**src/rtl/tmr_pkg.sv**
```systemverilog
package tmr_pkg;

  typedef enum logic [1:0] {
    M_13     = 2'b00,
    M_16     = 2'b01,
    M_RELOAD = 2'b10,
    M_SPLIT  = 2'b11
  } tmode_e;

  // per-channel nibble: gate, source select, mode
  typedef struct packed {
    logic   gate;
    logic   ext_src;
    tmode_e mode;
  } chcfg_t;

endpackage

```
**src/rtl/tmr_sync.sv**
```systemverilog
module tmr_sync #(
  parameter int              N       = 4,
  parameter int              STAGES  = 2,
  parameter logic [N-1:0]    RST_VAL = '0
) (
  input  logic         clk,
  input  logic         rst,
  input  logic [N-1:0] pin,
  output logic [N-1:0] lvl
);

  logic [N-1:0] sr [STAGES];

  always_ff @(posedge clk) begin
    if (rst) begin
      for (int s = 0; s < STAGES; s++) sr[s] <= RST_VAL;
    end else begin
      sr[0] <= pin;
      for (int s = 1; s < STAGES; s++) sr[s] <= sr[s-1];
    end
  end

  assign lvl = sr[STAGES-1];

endmodule

```
**src/rtl/tmr_chan.sv**
```systemverilog
module tmr_chan
  import tmr_pkg::*;
#(
  parameter int W     = 8,
  parameter int LOW13 = 5,
  parameter bit SPLIT = 1'b0
) (
  input  logic         clk,
  input  logic         rst,
  input  tmode_e       mode,
  input  logic         inc_a,
  input  logic         inc_b,
  input  logic         wr_lo,
  input  logic         wr_hi,
  input  logic [W-1:0] wdata,
  output logic [W-1:0] lo_q,
  output logic [W-1:0] hi_q,
  output logic         ovf_a,
  output logic         ovf_b
);

  localparam logic [W-1:0]     ONE8  = 1;
  localparam logic [2*W-1:0]   ONE16 = 1;
  localparam logic [LOW13-1:0] ONE5  = 1;

  logic [W-1:0]   lo_n, hi_n;
  logic [2*W-1:0] wide_n;
  logic           split;

  assign split  = SPLIT && (mode == M_SPLIT);
  assign wide_n = {hi_q, lo_q} + ONE16;

  always_comb begin
    lo_n  = lo_q;
    hi_n  = hi_q;
    ovf_a = 1'b0;
    ovf_b = 1'b0;
    unique case (mode)
      M_13: if (inc_a) begin
        if (&lo_q[LOW13-1:0]) begin
          lo_n[LOW13-1:0] = '0;
          hi_n            = hi_q + ONE8;
          ovf_a           = &hi_q;
        end else begin
          lo_n[LOW13-1:0] = lo_q[LOW13-1:0] + ONE5;
        end
      end
      M_16: if (inc_a) begin
        {hi_n, lo_n} = wide_n;
        ovf_a        = &{hi_q, lo_q};
      end
      M_RELOAD: if (inc_a) begin
        if (&lo_q) begin
          lo_n  = hi_q;
          ovf_a = 1'b1;
        end else begin
          lo_n = lo_q + ONE8;
        end
      end
      M_SPLIT: if (split) begin
        if (inc_a) begin
          lo_n  = lo_q + ONE8;
          ovf_a = &lo_q;
        end
        if (inc_b) begin
          hi_n  = hi_q + ONE8;
          ovf_b = &hi_q;
        end
      end
      default: ;
    endcase
    // a byte write cancels the increment of the counter it belongs to
    if (split) begin
      if (wr_lo) begin
        lo_n  = wdata;
        ovf_a = 1'b0;
      end
      if (wr_hi) begin
        hi_n  = wdata;
        ovf_b = 1'b0;
      end
    end else if (wr_lo || wr_hi) begin
      lo_n  = wr_lo ? wdata : lo_q;
      hi_n  = wr_hi ? wdata : hi_q;
      ovf_a = 1'b0;
    end
  end

  always_ff @(posedge clk) begin
    if (rst) begin
      lo_q <= '0;
      hi_q <= '0;
    end else begin
      lo_q <= lo_n;
      hi_q <= hi_n;
    end
  end


  wr_lo_chk: assert property (@(posedge clk) disable iff (rst)
    wr_lo |=> lo_q == $past(wdata));


  wr_hi_chk: assert property (@(posedge clk) disable iff (rst)
    wr_hi |=> hi_q == $past(wdata));


  idle_hold_chk: assert property (@(posedge clk) disable iff (rst)
    (!SPLIT && mode == M_SPLIT && !wr_lo && !wr_hi)
      |=> $stable(lo_q) && $stable(hi_q));


  upper_keep_chk: assert property (@(posedge clk) disable iff (rst)
    (mode == M_13 && !wr_lo) |=> lo_q[W-1:LOW13] == $past(lo_q[W-1:LOW13]));

endmodule

```
**src/rtl/dual_tmr_pair.sv**
```systemverilog
module dual_tmr_pair
  import tmr_pkg::*;
#(
  parameter int W      = 8,
  parameter int LOW13  = 5,
  parameter int STAGES = 2
) (
  input  logic         clk,
  input  logic         rst,
  input  logic         mode_we,
  input  logic [7:0]   mode_wdata,
  input  logic         cnt_we,
  input  logic [1:0]   cnt_addr,
  input  logic [W-1:0] cnt_wdata,
  input  logic [1:0]   run,
  input  logic [1:0]   gate_pin,
  input  logic [1:0]   gate_pol,
  input  logic [1:0]   clk_sel,
  input  logic         pre_tick,
  input  logic [1:0]   ext_pin,
  input  logic [1:0]   flag_clr,
  output logic [7:0]   mode_q,
  output logic [W-1:0] t0_lo,
  output logic [W-1:0] t0_hi,
  output logic [W-1:0] t1_lo,
  output logic [W-1:0] t1_hi,
  output logic [1:0]   ovf_flag
);

  localparam int NCH   = 2;
  localparam int CFG_W = $bits(chcfg_t);

  chcfg_t           cfg [NCH];
  logic [NCH-1:0]   gate_lvl, ext_lvl, ext_prev, ext_fall;
  logic [NCH-1:0]   clk_en, gate_ok, src, inc_a, inc_b;
  logic [NCH-1:0]   wr_lo, wr_hi, ovf_a, ovf_b, set;
  logic [W-1:0]     lo_q [NCH];
  logic [W-1:0]     hi_q [NCH];
  logic             split0;

  // mode register
  always_ff @(posedge clk) begin
    if (rst)          mode_q <= '0;
    else if (mode_we) mode_q <= mode_wdata;
  end

  // pin synchronizers: gate pins idle low, count pins idle high
  tmr_sync #(.N(2*NCH), .STAGES(STAGES), .RST_VAL({{NCH{1'b1}}, {NCH{1'b0}}})) u_sync (
    .clk (clk),
    .rst (rst),
    .pin ({ext_pin, gate_pin}),
    .lvl ({ext_lvl, gate_lvl})
  );

  always_ff @(posedge clk) begin
    if (rst) ext_prev <= '1;
    else     ext_prev <= ext_lvl;
  end
  assign ext_fall = ext_prev & ~ext_lvl;

  assign split0 = (cfg[0].mode == M_SPLIT);

  generate
    for (genvar i = 0; i < NCH; i++) begin : g_ch
      assign cfg[i]     = chcfg_t'(mode_q[i*CFG_W +: CFG_W]);
      assign clk_en[i]  = clk_sel[i] | pre_tick;
      assign gate_ok[i] = ~cfg[i].gate | (gate_lvl[i] == gate_pol[i]);
      assign src[i]     = cfg[i].ext_src ? ext_fall[i] : clk_en[i];
      assign inc_a[i]   = run[i] & gate_ok[i] & src[i];
      assign wr_lo[i]   = cnt_we && (cnt_addr == {i[0], 1'b0});
      assign wr_hi[i]   = cnt_we && (cnt_addr == {i[0], 1'b1});

      tmr_chan #(.W(W), .LOW13(LOW13), .SPLIT(i == 0)) u_chan (
        .clk   (clk),
        .rst   (rst),
        .mode  (cfg[i].mode),
        .inc_a (inc_a[i]),
        .inc_b (inc_b[i]),
        .wr_lo (wr_lo[i]),
        .wr_hi (wr_hi[i]),
        .wdata (cnt_wdata),
        .lo_q  (lo_q[i]),
        .hi_q  (hi_q[i]),
        .ovf_a (ovf_a[i]),
        .ovf_b (ovf_b[i])
      );

      always_ff @(posedge clk) begin
        if (rst)              ovf_flag[i] <= 1'b0;
        else if (set[i])      ovf_flag[i] <= 1'b1;
        else if (flag_clr[i]) ovf_flag[i] <= 1'b0;
      end


      set_wins_chk: assert property (@(posedge clk) disable iff (rst)
        set[i] |=> ovf_flag[i]);


      clr_chk: assert property (@(posedge clk) disable iff (rst)
        (flag_clr[i] && !set[i]) |=> !ovf_flag[i]);
    end
  endgenerate

  // timer 0 high half runs under timer 1's run bit, on timer 0's clock enable
  assign inc_b = {1'b0, run[1] & clk_en[0]};

  assign set[0] = ovf_a[0];
  assign set[1] = split0 ? ovf_b[0] : (ovf_a[1] | ovf_b[1]);

  assign t0_lo = lo_q[0];
  assign t0_hi = hi_q[0];
  assign t1_lo = lo_q[1];
  assign t1_hi = hi_q[1];


  mode_wr_chk: assert property (@(posedge clk) disable iff (rst)
    mode_we |=> mode_q == $past(mode_wdata));


  gate_block_chk: assert property (@(posedge clk) disable iff (rst)
    (cfg[0].gate && (gate_lvl[0] != gate_pol[0]) && cfg[0].mode == M_16
     && !wr_lo[0] && !wr_hi[0]) |=> $stable(t0_lo) && $stable(t0_hi));


  no_edge_chk: assert property (@(posedge clk) disable iff (rst)
    (cfg[0].ext_src && !cfg[0].gate && cfg[0].mode == M_16 && !ext_fall[0]
     && !wr_lo[0] && !wr_hi[0]) |=> $stable(t0_lo) && $stable(t0_hi));

endmodule

```
**config.mk**
```make
export PLATFORM = sky130hd
export DESIGN_NAME = dual_tmr_pair
export DESIGN_NICKNAME = d
export VERILOG_FILES = /design/src/rtl/tmr_pkg.sv /design/src/rtl/tmr_sync.sv /design/src/rtl/tmr_chan.sv /design/src/rtl/dual_tmr_pair.sv
export SDC_FILE = /design/constraint.sdc
export NUM_CORES = 1
export LEC_CHECK = 0
export BUFFER_PORTS_ARGS = -buffer_cell sky130_fd_sc_hd__buf_2
export CORE_UTILIZATION = 35
export DETAILED_ROUTE_END_ITERATION = 8
export GPL_TIMING_DRIVEN = 1
export PLACE_DENSITY_LB_ADDON = 0.25
export SLEW_MARGIN = 10
export SYNTH_ARGS = -nofsm -noshare
export SYNTH_HDL_FRONTEND = slang
export SYNTH_SLANG_ARGS = --single-unit
```
**constraint.sdc**
```tcl
create_clock -name clk -period 2.65 [get_ports clk]
set_input_delay 0.265 -clock clk [delete_from_list [all_inputs] [get_ports clk]]
set_output_delay 0.265 -clock clk [all_outputs]
set_load 0.01 [all_outputs]
```
== Word-level counts from Yosys, hierarchy flattened ==
Memories as Yosys holds them, arrays and structs flattened.
Index checks and enable logic that the tools add are counted.

* Add/sub/neg operators: 8
* Multiply operators: 0
* Divide/modulo/power cells: 0
* Order comparisons: 0
* Equality and inequality tests: 20
* Shift-type cells: 0
* Multiplexer cells: 67
* Bitwise operators: 15
* Reductions and logical operators: 24

{| class="wikitable"
|+ Operators by type and width
! operator !! number
|-
| 8-bit 2-to-1 mux || 26
|-
| 16-bit by 1-bit adder with 16-bit output (second input constant) || 2
|-
| 8-bit by 1-bit adder with 8-bit output (second input constant) || 4
|-
| 16-bit AND reduction || 2
|-
| 8-bit AND reduction || 4
|-
| 1-bit 2-to-1 mux || 27
|-
| 8-bit one-hot mux with 3 select lines || 1
|-
| 5-bit 2-to-1 mux || 4
|-
| 5-bit one-hot mux with 4 select lines || 1
|-
| 5-bit AND reduction || 4
|-
| 8-bit one-hot mux with 2 select lines || 1
|-
| 5-bit one-hot mux with 3 select lines || 1
|-
| 2-bit equality test (second input constant) || 6
|-
| 3-bit by 1-bit inequality test with 1-bit output (second input constant) || 4
|-
| 5-bit by 1-bit adder with 5-bit output (second input constant) || 2
|-
| 3-bit one-hot mux with 3 select lines || 1
|-
| 4-bit 2-to-1 mux || 2
|-
| 1-bit one-hot mux with 4 select lines || 2
|-
| 2-bit by 1-bit equality test with 1-bit output (second input constant) || 3
|-
| 2-bit logical NOT || 3
|-
| 2-bit by 1-bit inequality test with 1-bit output (second input constant) || 3
|-
| 3-bit by 2-bit inequality test with 1-bit output (second input constant) || 2
|-
| 1-bit bitwise OR || 6
|-
| 3-bit one-hot mux with 2 select lines || 1
|-
| other kinds (10) || 22
|}

* Bits in registers: 44
* Bits in latches: 0
* RAM bits: 8
* ROM bits: 0
* Input port bits: 35
* Output and inout port bits: 42
* Logic and storage cells: 144
* Memories kept: 1

{| class="wikitable"
|+ Memory list
! name !! depth !! width !! rd ports !! clocked after memory_dff !! wr ports !! line !! source
|-
| u_sync.sr || 2 || 4 || 2 || 0 || 2 || tmr_sync.sv:12 || <nowiki>logic [N-1:0] sr [STAGES];</nowiki>
|}

== Longest topological paths before layout ==
Gate-level depths: netlist of run 1.
An unclocked memory read counts as a cell.

* Depth after elaboration: 10
* Gate-level depth with buffers: 10
* Depth with buffers taken out: 9

== By module ==
From an unflattened synthesis of run 1, not the netlist that was laid out.

* Cells, all modules: 480
* Area, all modules: 3853.7 um^2

{| class="wikitable"
|+ Modules (own cells, without submodules)
! module !! instances !! cells an instance !! area each (um^2) !! seq. area each (um^2)
|-
| tmr_chan (g_ch[0].u_chan) || 1 || 218 || 1676.6 || 320.3
|-
| tmr_chan (g_ch[1].u_chan) || 1 || 183 || 1396.3 || 320.3
|-
| dual_tmr_pair || 1 || 59 || 540.5 || 240.2
|-
| tmr_sync || 1 || 20 || 240.2 || 160.2
|}

== Worst setup path after synthesis of run 1 ==
OpenSTA, ideal clock, no wires.

* Path kind: register to register
* Start: register g_ch[0].u_chan.lo_q[0]
* End: register g_ch[0].u_chan.hi_q[4]
* Setup time: 0.120 ns
* Data arrival time: 2.121 ns
* Required time: 2.530 ns
* Path slack: 0.409 ns
* Stages on the path, launching flop included: 10
* Path buffers: 0
* Period minus slack after synthesis: 2.241 ns
* Path through: dfxtp_1 ha_1 and3_1 ha_1 nand2_1 a2111oi_4 a21oi_2 a22o_1 a211oi_1 nor2_1

* Cells in the longest elaborated chain, start to end: 6
* Elaborated cells on any way between the ends: 9
* Those cells by class: add/sub (1); mux (7); reduce/logical (1)

{| class="wikitable"
|+ Ends and longest elaborated chain
! item !! line !! source
|-
| start: declaration || tmr_chan.sv:16 || <nowiki>output logic [W-1:0] lo_q,</nowiki>
|-
| start signal: assignment || tmr_chan.sv:94 || <nowiki>lo_q <= lo_n;</nowiki>
|-
| branches (longest 3 deep; another with 16-bit by 1-bit adder with 16-bit output) || - ||
|-
| 8-bit one-hot mux with 3 select lines (*) || tmr_chan.sv:38 || <nowiki>unique case (mode)</nowiki>
|-
| 8-bit 2-to-1 mux, on equally long branches || tmr_chan.sv:82, tmr_chan.sv:78 ||
|-
| 8-bit 2-to-1 mux (*) || tmr_chan.sv:73 || <nowiki>if (split) begin</nowiki>
|-
| end signal: assignment || tmr_chan.sv:95 || <nowiki>hi_q <= hi_n;</nowiki>
|-
| end: declaration || tmr_chan.sv:17 || <nowiki>output logic [W-1:0] hi_q,</nowiki>
|}

Mark *: on every way between the ends.
A chain may end at the register's enable or synchronous reset.

== Worst setup path in the final report of run 1 ==
* Start: register g_ch[0].u_chan.lo_q[0]
* End: register g_ch[0].u_chan.hi_q[6]

The elaborated chain is that of the path after synthesis.

==> out/results.tsv, run 1 <==
stage	metric	value	unit
logic_synthesis	#FFs+latches synth	52	
clocking	Root Driver	clkbuf_8	
worst_setup_path	critical path class	flip-flop to flip-flop	
finish	Reg area	0.00104	sq mm
placement	DP HPWL	8900	um
finish	Layout area overhead	17.7	%
logic_synthesis	YS warnings	0	
grt	Tot GR Track Use	22.4	%
placement	PortBufs	76	
timing	crit path time final	2.43	ns
power	Pwr Density	445	mW/mm^2
min_path	Hold Path Class	primary input to flip-flop	
timing	setup TNS	0	ns
floorplan	Initial Util	36.6	%
finish	Post-Layout Cell Count	685	
finish	most frequent cells in the layout	76 x buf_2, 66 x nor2_1, 52 x dfxtp_1, 51 x nand2_1, 35 x a21oi_1	
worst_setup_path	Critical Path AT	2.70	ns
detailed_routing	wire per inst	17.4	um
logic_synthesis	Distinct cells, synth	79	
timing	worst slew pin tran	0.735	ns
power	Worst VDD drop	0.227	mV
clocking	Worst-path clk slew	0.11	ns
detailed_routing	First-pass DRT Iterations	5	
timing	Hold Slack	0.124	ns
detailed_routing	via count	3941	
worst_setup_path	critical path's slowest cell	dfxtp_1	
timing	post-route clock period utilization	91.6	%
detailed_routing	wirelength, routed	11900	um
timing	PnR worst setup slack	0.223	ns
logic_synthesis	synthesized cell area	0.00363	sq mm
logic_synthesis	sequential cell area fraction in the yosys report	28.7	%
finish	share of cells above drive strength 1	21.9	%
floorplan	Die Y	104	um
grt	largest net degree at the start of global routing	23	
timing	worst clock skew	0.00495	ns
finish	Multi-input gate area	0.00244	sq mm
logic_synthesis	predominant post-synthesis flop cell	dfxtp_1	
detailed_routing	drt initial violations	179	
timing	slew margin rel.	51.0	%
worst_setup_path	CP dominant cell by count	ha_1	
grt	antenna violations before repair	0	
worst_setup_path	WP data required	2.93	ns
timing	Slew Limit Fails	0	
placement	GPL Wtd Cong	0.891	
grt	total gr overflow	0	
clocking	CTS Buffer Depth	2	
floorplan	Row Count	36	
logic_synthesis	post-synthesis async set-or-reset flop share	0	%
detailed_routing	post-route antenna net violation count	0	
worst_setup_path	Critical Path Sink Type	flip-flop	
run	max_cap viols	0	
placement	placed cells	677	
clocking	clock sinks	52	
placement	pre-CTS setup slack	0.253	ns
floorplan	die span in x	104	um
logic_synthesis	cells after synthesis	478	
timing	RSZ-0062 raised after global routing	false	
finish	# fillers	1041	
clocking	TritonCTS clock tree	done	
floorplan	die area	0.0108	sq mm
clocking	TritonCTS Buffers	5	
floorplan	core area	0.00991	sq mm
clocking	post_cts resized	0	
finish	fin nets	597	
worst_setup_path	Cell Chain, Critical Path	ha_1 -> and3_1 -> ha_1 -> nand2_1 -> a2111oi_4 -> a21oi_1 -> a31o_1 -> a311oi_1 -> o31a_1	
logic_synthesis	net count after synthesis	524	
grt	vias in the first global route	3751	
grt	first-pass GRT wire length	19800	um
clocking	cts-stage hold buffer count	0	
clocking	H-tree Lvls	2	
logic_synthesis	syn_area_per_cell	7.59	sq um
floorplan	IO Count	77	
worst_setup_path	Startpoint Class	flip-flop	
finish	commonest non-fill, non-tap cell in the layout	buf_2	
timing	Final setup viols	0	
finish	Ant. Diodes	0	
worst_setup_path	crit-path max cell delay	0.43	ns
logic_synthesis	EDFF count, synth	0	
clocking	Clock Latency Late Sink	0.32	ns
finish	final core utilization	43.1	%
detailed_routing	drc violations	0	
timing	maximum clock rate	412	MHz
clocking	Post-CTS Setup Inserts	0	
detailed_routing	via/cell ratio	5.75	
power	Leak Pwr	1.72	nW
outcome	status	completed	
timing	Final Hold Fails	0	
worst_setup_path	crit path max fanout	6	
per-layer routing:
layer  up-vias  share of wire, %  track usage (%)
met3        15               6.1             3.08
met2       150                49             38.3
met1      1867                44             29.2
li1       1909                 -                -
met4         0               1.6             6.43
met5         -                 0                0
final timing paths:
check,start,endpoint,slack [ns],depth (start not counted)
setup / recovery,g_ch[0].u_chan.lo_q[0],g_ch[0].u_chan.hi_q[6],0.22,9
hold / removal,ext_pin[1],u_sync.sr[0][3],0.12,2
setup reg to reg,g_ch[0].u_chan.lo_q[0],g_ch[0].u_chan.hi_q[6],0.22,9
hold reg to reg,u_sync.sr[0][3],u_sync.sr[0][7],0.43,1
flip-flops by register name, indices dropped and copies added (netlist names):
signal	count
ext_prev	2
g_ch.u_chan.hi_q	16
g_ch.u_chan.lo_q	16
mode_q	8
ovf_flag	2
u_sync.sr	8
cells by family (layout without fill, tap and decap cells):
logic type | count (synthesis) | after routing | synth area share (%)
fa+ha+maj | 11 | 11 | 3.79
flops | 52 | 52 | 28.7
mux | 15 | 15 | 4.24
buf+inv | 35 | 109 | 4.00
simple gates | 215 | 215 | 29.7
xor+xnor | 11 | 11 | 2.66
compound gates | 139 | 139 | 26.9
Yosys cell counts, drive strengths merged, types with 6 or more instances:
| cell | instances | share of area [%] |
|---|---|---|
| nand2 | 52 | 5.6 |
| buf | 6 | 1.0 |
| nor2 | 66 | 6.8 |
| clkbuf | 17 | 1.8 |
| ha | 11 | 3.8 |
| mux2i | 12 | 3.3 |
| or2 | 9 | 1.6 |
| a21oi | 36 | 5.1 |
| nor3 | 16 | 2.5 |
| nand3 | 16 | 2.3 |
| dfxtp | 52 | 29 |
| nand4 | 14 | 2.6 |
| nand2b | 8 | 1.4 |
| o21ai | 28 | 3.9 |
| inv | 12 | 1.2 |
| xor2 | 7 | 1.7 |
| a22oi | 6 | 1.2 |
| nor2b | 7 | 1.2 |
| a211oi | 10 | 2.4 |
| a31oi | 7 | 1.2 |
critical path: cells and delay by family, from the launching register on:
| kind | cells | cell delay [ns] |
|---|---|---|
| adders and majority gates | 2 | 0.47 |
| and+or+nand+nor | 2 | 0.28 |
| AOI/OAI and AO/OA | 5 | 1.19 |
| DFF | 1 | 0.43 |
stage by stage:
step	power [mW]	instance area, sq um
6_report	1.90	4270
5_1_grt	2.00	4270
4_1_cts	1.90	4270
3_5_place_dp	1.38	4170
3_3_place_gp	1.37	4170
2_1_floorplan	1.20	3630
where the power goes:
group          switching (mW)  leakage [nW]  internal (mW)
registers              0.0736         0.427          0.830
clock network           0.331        0.0511          0.201
logic                   0.272          1.24          0.190
total                   0.677          1.72           1.22
final cells by class:
| type | instances | area share, % |
|---|---|---|
| Clock buffer | 5 | 1.61 |
| Sequential cell | 52 | 24.4 |
| Clock inverter | 3 | 0.674 |
| Tap cell | 133 | 3.90 |
| Timing Repair Buffer | 89 | 11.2 |
| Inverter | 12 | 1.06 |
| Multi-Input combinational cell | 391 | 57.2 |
(Power assumes the default switching activity.)
==> run 2, diff against run 1 <==
==> constraint.sdc (replaced) <==
create_clock -name clk -period 2.65 [get_ports clk]
set_input_delay 0.1325 -clock clk [delete_from_list [all_inputs] [get_ports clk]]
set_output_delay 0.1325 -clock clk [all_outputs]
set_load 0.01 [all_outputs]
==> out/results.tsv, run 2 (synthesized netlist as in run 1, its figures left out) <==
stage	metric	value	unit
outcome	status	completed	
grt	first-pass GRT wire length	19600	um
clocking	Worst-path clk slew	0.12	ns
floorplan	Die Y	104	um
finish	# fillers	1061	
timing	maximum clock rate	414	MHz
worst_setup_path	critical path class	flip-flop to flip-flop	
worst_setup_path	Startpoint Class	flip-flop	
floorplan	die span in x	104	um
floorplan	IO Count	77	
detailed_routing	wirelength, routed	12000	um
timing	post-route clock period utilization	91.1	%
timing	worst clock skew	0.0111	ns
clocking	Clock Latency Late Sink	0.32	ns
worst_setup_path	crit path max fanout	7	
placement	Placed Area	0.00415	sq mm
grt	antenna violations before repair	0	
floorplan	Initial Util	36.6	%
grt	vias in the first global route	3754	
power	Worst VDD drop	0.255	mV
grt	largest net degree at the start of global routing	35	
detailed_routing	post-route antenna net violation count	0	
clocking	TritonCTS Buffers	5	
grt	Tot GR Track Use	22.4	%
clocking	clock sinks	52	
detailed_routing	First-pass DRT Iterations	5	
timing	slew margin rel.	49.5	%
finish	Largest regs	g_ch.u_chan.hi_q (16), g_ch.u_chan.lo_q (16)	
power	Leak Pwr	1.72	nW
worst_setup_path	WP data required	2.86	ns
worst_setup_path	Critical Path Sink Type	flip-flop	
timing	crit path time final	2.41	ns
floorplan	core area	0.00991	sq mm
detailed_routing	drc violations	0	
clocking	TritonCTS clock tree	done	
power	Pwr Total	1.89	mW
clocking	CTS Buffer Depth	2	
detailed_routing	drt initial violations	193	
timing	PnR worst setup slack	0.235	ns
finish	most frequent cells in the layout	76 x buf_2, 66 x nor2_1, 51 x nand2_1, 51 x dfxtp_1, 35 x a21oi_1	
placement	placed cells	674	
timing	worst slew pin tran	0.757	ns
finish	commonest non-fill, non-tap cell in the layout	buf_2	
run	max_cap viols	0	
detailed_routing	via count	3960	
timing	Final setup viols	0	
grt	total gr overflow	0	
floorplan	die area	0.0108	sq mm
timing	Slew Limit Fails	0	
detailed_routing	via/cell ratio	5.79	
power	Pwr Density	442	mW/mm^2
timing	Final Hold Fails	0	
detailed_routing	wire per inst	17.5	um
timing	setup TNS	0	ns
finish	final core utilization	43.1	%
finish	Layout area overhead	17.7	%
min_path	Hold Path Class	primary input to flip-flop	
finish	share of cells above drive strength 1	21.6	%
placement	PortBufs	76	
finish	fin nets	596	
finish	Ant. Diodes	0	
clocking	Root Driver	clkbuf_8	
timing	RSZ-0062 raised after global routing	false	
finish	fin area	0.00427	sq mm
floorplan	Row Count	36	
worst_setup_path	Critical Path AT	2.63	ns
placement	pre-CTS setup slack	0.247	ns
clocking	Post-CTS Setup Inserts	0	
placement	DP HPWL	8950	um
clocking	H-tree Lvls	2	
placement	GPL Wtd Cong	0.890	
timing	Hold Slack	0.0319	ns
finish	Post-Layout Cell Count	684	
worst_setup_path	reg2reg setup slack	0.24	ns
==> run 2: changes by cell type in the layout (fill, tap and decap cells not counted), sizes merged <==
cell	delta
buf	-3
dlygate4sd3	+2
==> run 2: repair_timing <==
| item | 4_1_cts | 5_1_grt |
|---|---|---|
| gates resized for setup | 0 | 1 |
| endpoints found under the setup margin | 0 | 2 |
| hold buffers | 2 | 0 |
| hold endpoints to repair | 2 | 0 |
==> run 2: final cells by class <==
class | count | area (sq um) | area share [%]
clock buffer | 5 | 68.8 | 1.61
clock inverter | 3 | 28.8 | 0.674
inverter | 12 | 45.0 | 1.06
multi-input combinational | 391 | 2440 | 57.2
sequential | 52 | 1040 | 24.4
tap | 133 | 166 | 3.90
timing repair buffer | 88 | 475 | 11.1
==> run 2: layer usage <==
| metal | share of wire [%] | GRT usage (%) | wire length [um] | up-vias |
|---|---|---|---|---|
| li1 | - | - | - | 1903 |
| met1 | 42 | 28.9 | 5060 | 1859 |
| met2 | 49 | 38.0 | 5840 | 175 |
| met3 | 6.7 | 3.46 | 801 | 23 |
| met4 | 2.4 | 7.35 | 283 | 0 |
| met5 | 0 | 0 | 0 | - |
==> run 2: path summary, 6_finish.rpt <==
check                      endpoint  cells after the start              startpoint
max reg2reg  g_ch[0].u_chan.hi_q[4]                      9  g_ch[0].u_chan.lo_q[1]
max          g_ch[0].u_chan.hi_q[4]                      9  g_ch[0].u_chan.lo_q[1]
min reg2reg         u_sync.sr[0][7]                      1         u_sync.sr[0][3]
min                 u_sync.sr[0][0]                      2             gate_pin[0]
==> run 2: worst max-delay path, stage by stage (launching register included) <==
cell and delay [ns]:
dfxtp_1 0.40, ha_1 0.22, and3_1 0.17, ha_1 0.23
nand2_1 0.12, a2111oi_4 0.43, a21oi_2 0.18, a22o_1 0.24
a211oi_1 0.24, nor2_1 0.07
==> run 2: power breakdown <==
group          switching [mW]  total, mW  internal (mW)
logic                   0.274      0.463          0.189
registers              0.0729      0.904          0.831
clock network           0.318      0.519          0.201
==> run 3, diff against run 2 <==
Settings changed: CORE_UTILIZATION 35 to 30.
==> out/results.tsv, run 3 (synthesized netlist as in run 1, its figures left out) <==
stage	metric	value	unit
placement	DP HPWL	9060	um
detailed_routing	highest metal used	met4	
clocking	cts-stage hold buffer count	0	
detailed_routing	via count	3977	
min_path	Hold Path Class	primary input to flip-flop	
finish	most frequent cells in the layout	76 x buf_2, 66 x nor2_1, 52 x dfxtp_1, 51 x nand2_1, 35 x a21oi_1	
placement	PortBufs	76	
clocking	H-tree Lvls	2	
detailed_routing	First-pass DRT Iterations	9	
clocking	Post-CTS Setup Inserts	0	
timing	Final setup viols	0	
finish	Largest regs	g_ch.u_chan.hi_q (16), g_ch.u_chan.lo_q (16)	
clocking	post_cts resized	0	
finish	Multi-input gate area	0.00244	sq mm
power	Pwr Density	477	mW/mm^2
floorplan	IO Count	77	
finish	commonest non-fill, non-tap cell in the layout	buf_2	
detailed_routing	via/cell ratio	5.73	
finish	# fillers	1253	
clocking	Root Driver	clkbuf_16	
floorplan	Initial Util	31.2	%
detailed_routing	met1 WL	5300	um
floorplan	die span in x	112	um
worst_setup_path	Critical Path AT	2.61	ns
detailed_routing	post-route antenna net violation count	0	
detailed_routing	wire per inst	17.5	um
timing	setup TNS	0	ns
power	Pwr Total	2.07	mW
timing	Slew Limit Fails	0	
finish	final core utilization	37.3	%
floorplan	die area	0.0125	sq mm
detailed_routing	drt initial violations	271	
grt	largest net degree at the start of global routing	36	
finish	Reg area	0.00104	sq mm
power	Leak Pwr	1.74	nW
floorplan	Row Count	39	
clocking	TritonCTS clock tree	done	
power	Worst VDD drop	0.271	mV
placement	GPL Wtd Cong	0.906	
worst_setup_path	R2R cell count	9	
worst_setup_path	critical path class	flip-flop to flip-flop	
detailed_routing	wirelength, routed	12200	um
timing	post-route clock period utilization	91.2	%
clocking	TritonCTS Buffers	5	
grt	antenna violations before repair	0	
worst_setup_path	Critical Path Sink Type	flip-flop	
min_path	hold path cells	2	
grt	Tot GR Track Use	19.8	%
run	max_cap viols	0	
outcome	failing checks	design-rule violations	
worst_setup_path	WP data required	2.84	ns
detailed_routing	met3 WL post-DR	765	um
timing	slew margin rel.	51.2	%
clocking	Clock Latency Late Sink	0.31	ns
clocking	Worst-path clk slew	0.07	ns
timing	Final Hold Fails	0	
detailed_routing	met2 wire len	5810	um
floorplan	Die Y	112	um
clocking	CTS Buffer Depth	2	
floorplan	core area	0.0116	sq mm
finish	fin nets	596	
grt	total gr overflow	0	
worst_setup_path	crit path max fanout	7	
clocking	clock sinks	52	
worst_setup_path	Startpoint Class	flip-flop	
timing	worst slew pin tran	0.732	ns
timing	RSZ-0062 raised after global routing	false	
grt	first-pass GRT wire length	19700	um
detailed_routing	drc violations	1	
timing	worst clock skew	0.00648	ns
timing	crit path time final	2.42	ns
finish	Ant. Diodes	0	
finish	share of cells above drive strength 1	21.8	%
finish	Layout area overhead	19.3	%
grt	vias in the first global route	3751	
outcome	status	finished with violations	
timing	maximum clock rate	414	MHz
[run 3: changes by cell type in the layout (fill, tap and decap cells not counted), moves of 2 or more]
| cell | previous run | this run |
|---|---|---|
| buf_4 | 10 | 12 |
| clkbuf_16 | 0 | 5 |
| clkbuf_8 | 5 | 0 |
| dlygate4sd3_1 | 2 | 0 |
[run 3: layout make-up]
type	instances	share of cell area (%)
Inverter	12	1.04
Sequential cell	52	24.1
Tap cell	143	4.14
Multi-Input combinational cell	391	56.4
Clock buffer	5	2.89
Clock inverter	3	0.578
Timing Repair Buffer	88	10.9
[run 3: worst paths after layout]
kind                                        startpoint  slack (ns)                     end
worst min register to register         u_sync.sr[0][2]        0.41         u_sync.sr[0][6]
worst max register to register  g_ch[0].u_chan.lo_q[0]        0.23  g_ch[0].u_chan.hi_q[4]
worst max-delay path            g_ch[0].u_chan.lo_q[0]        0.23  g_ch[0].u_chan.hi_q[4]
worst min-delay path                        ext_pin[0]       0.009         u_sync.sr[0][2]
[run 3: critical path, stage by stage, from the launching register on]
cell	delay [ns]
dfxtp_1	0.41
ha_1	0.23
and3_1	0.17
ha_1	0.24
nand2_1	0.13
a2111oi_4	0.39
a21oi_2	0.18
a22o_1	0.24
a211oi_1	0.23
nor2_1	0.08
[run 3: metal layers]
layer  global-route usage, %  vias to the layer above
li1                        -                     1908
met1                    24.6                     1900
met2                    33.5                      146
met3                    3.81                       23
met4                    7.73                        0
met5                       0                        -
[run 3: power breakdown]
| part | switching (mW) | total [mW] | internal, mW |
|---|---|---|---|
| combinational | 0.276 | 0.466 | 0.190 |
| clock | 0.340 | 0.699 | 0.358 |
| sequential | 0.0706 | 0.901 | 0.830 |
| total | 0.687 | 2.07 | 1.38 |
[run 3: per-stage QoR]
| step | setup slack [ns] | cells | hold slack (ns) | area [sq um] |
|---|---|---|---|---|
| finish | 0.233 | 694 | 0.00946 | 4330 |
| global route | 0.0181 | 694 | 0.0164 | 4330 |
| CTS | 0.198 | 694 | 0.00884 | 4330 |
| detailed placement | 0.212 | 686 | 0.328 | 4180 |
| global placement | 0.300 | 686 | 0.326 | 4180 |
| floorplan | 0.409 | 478 | 0.236 | 3630 |
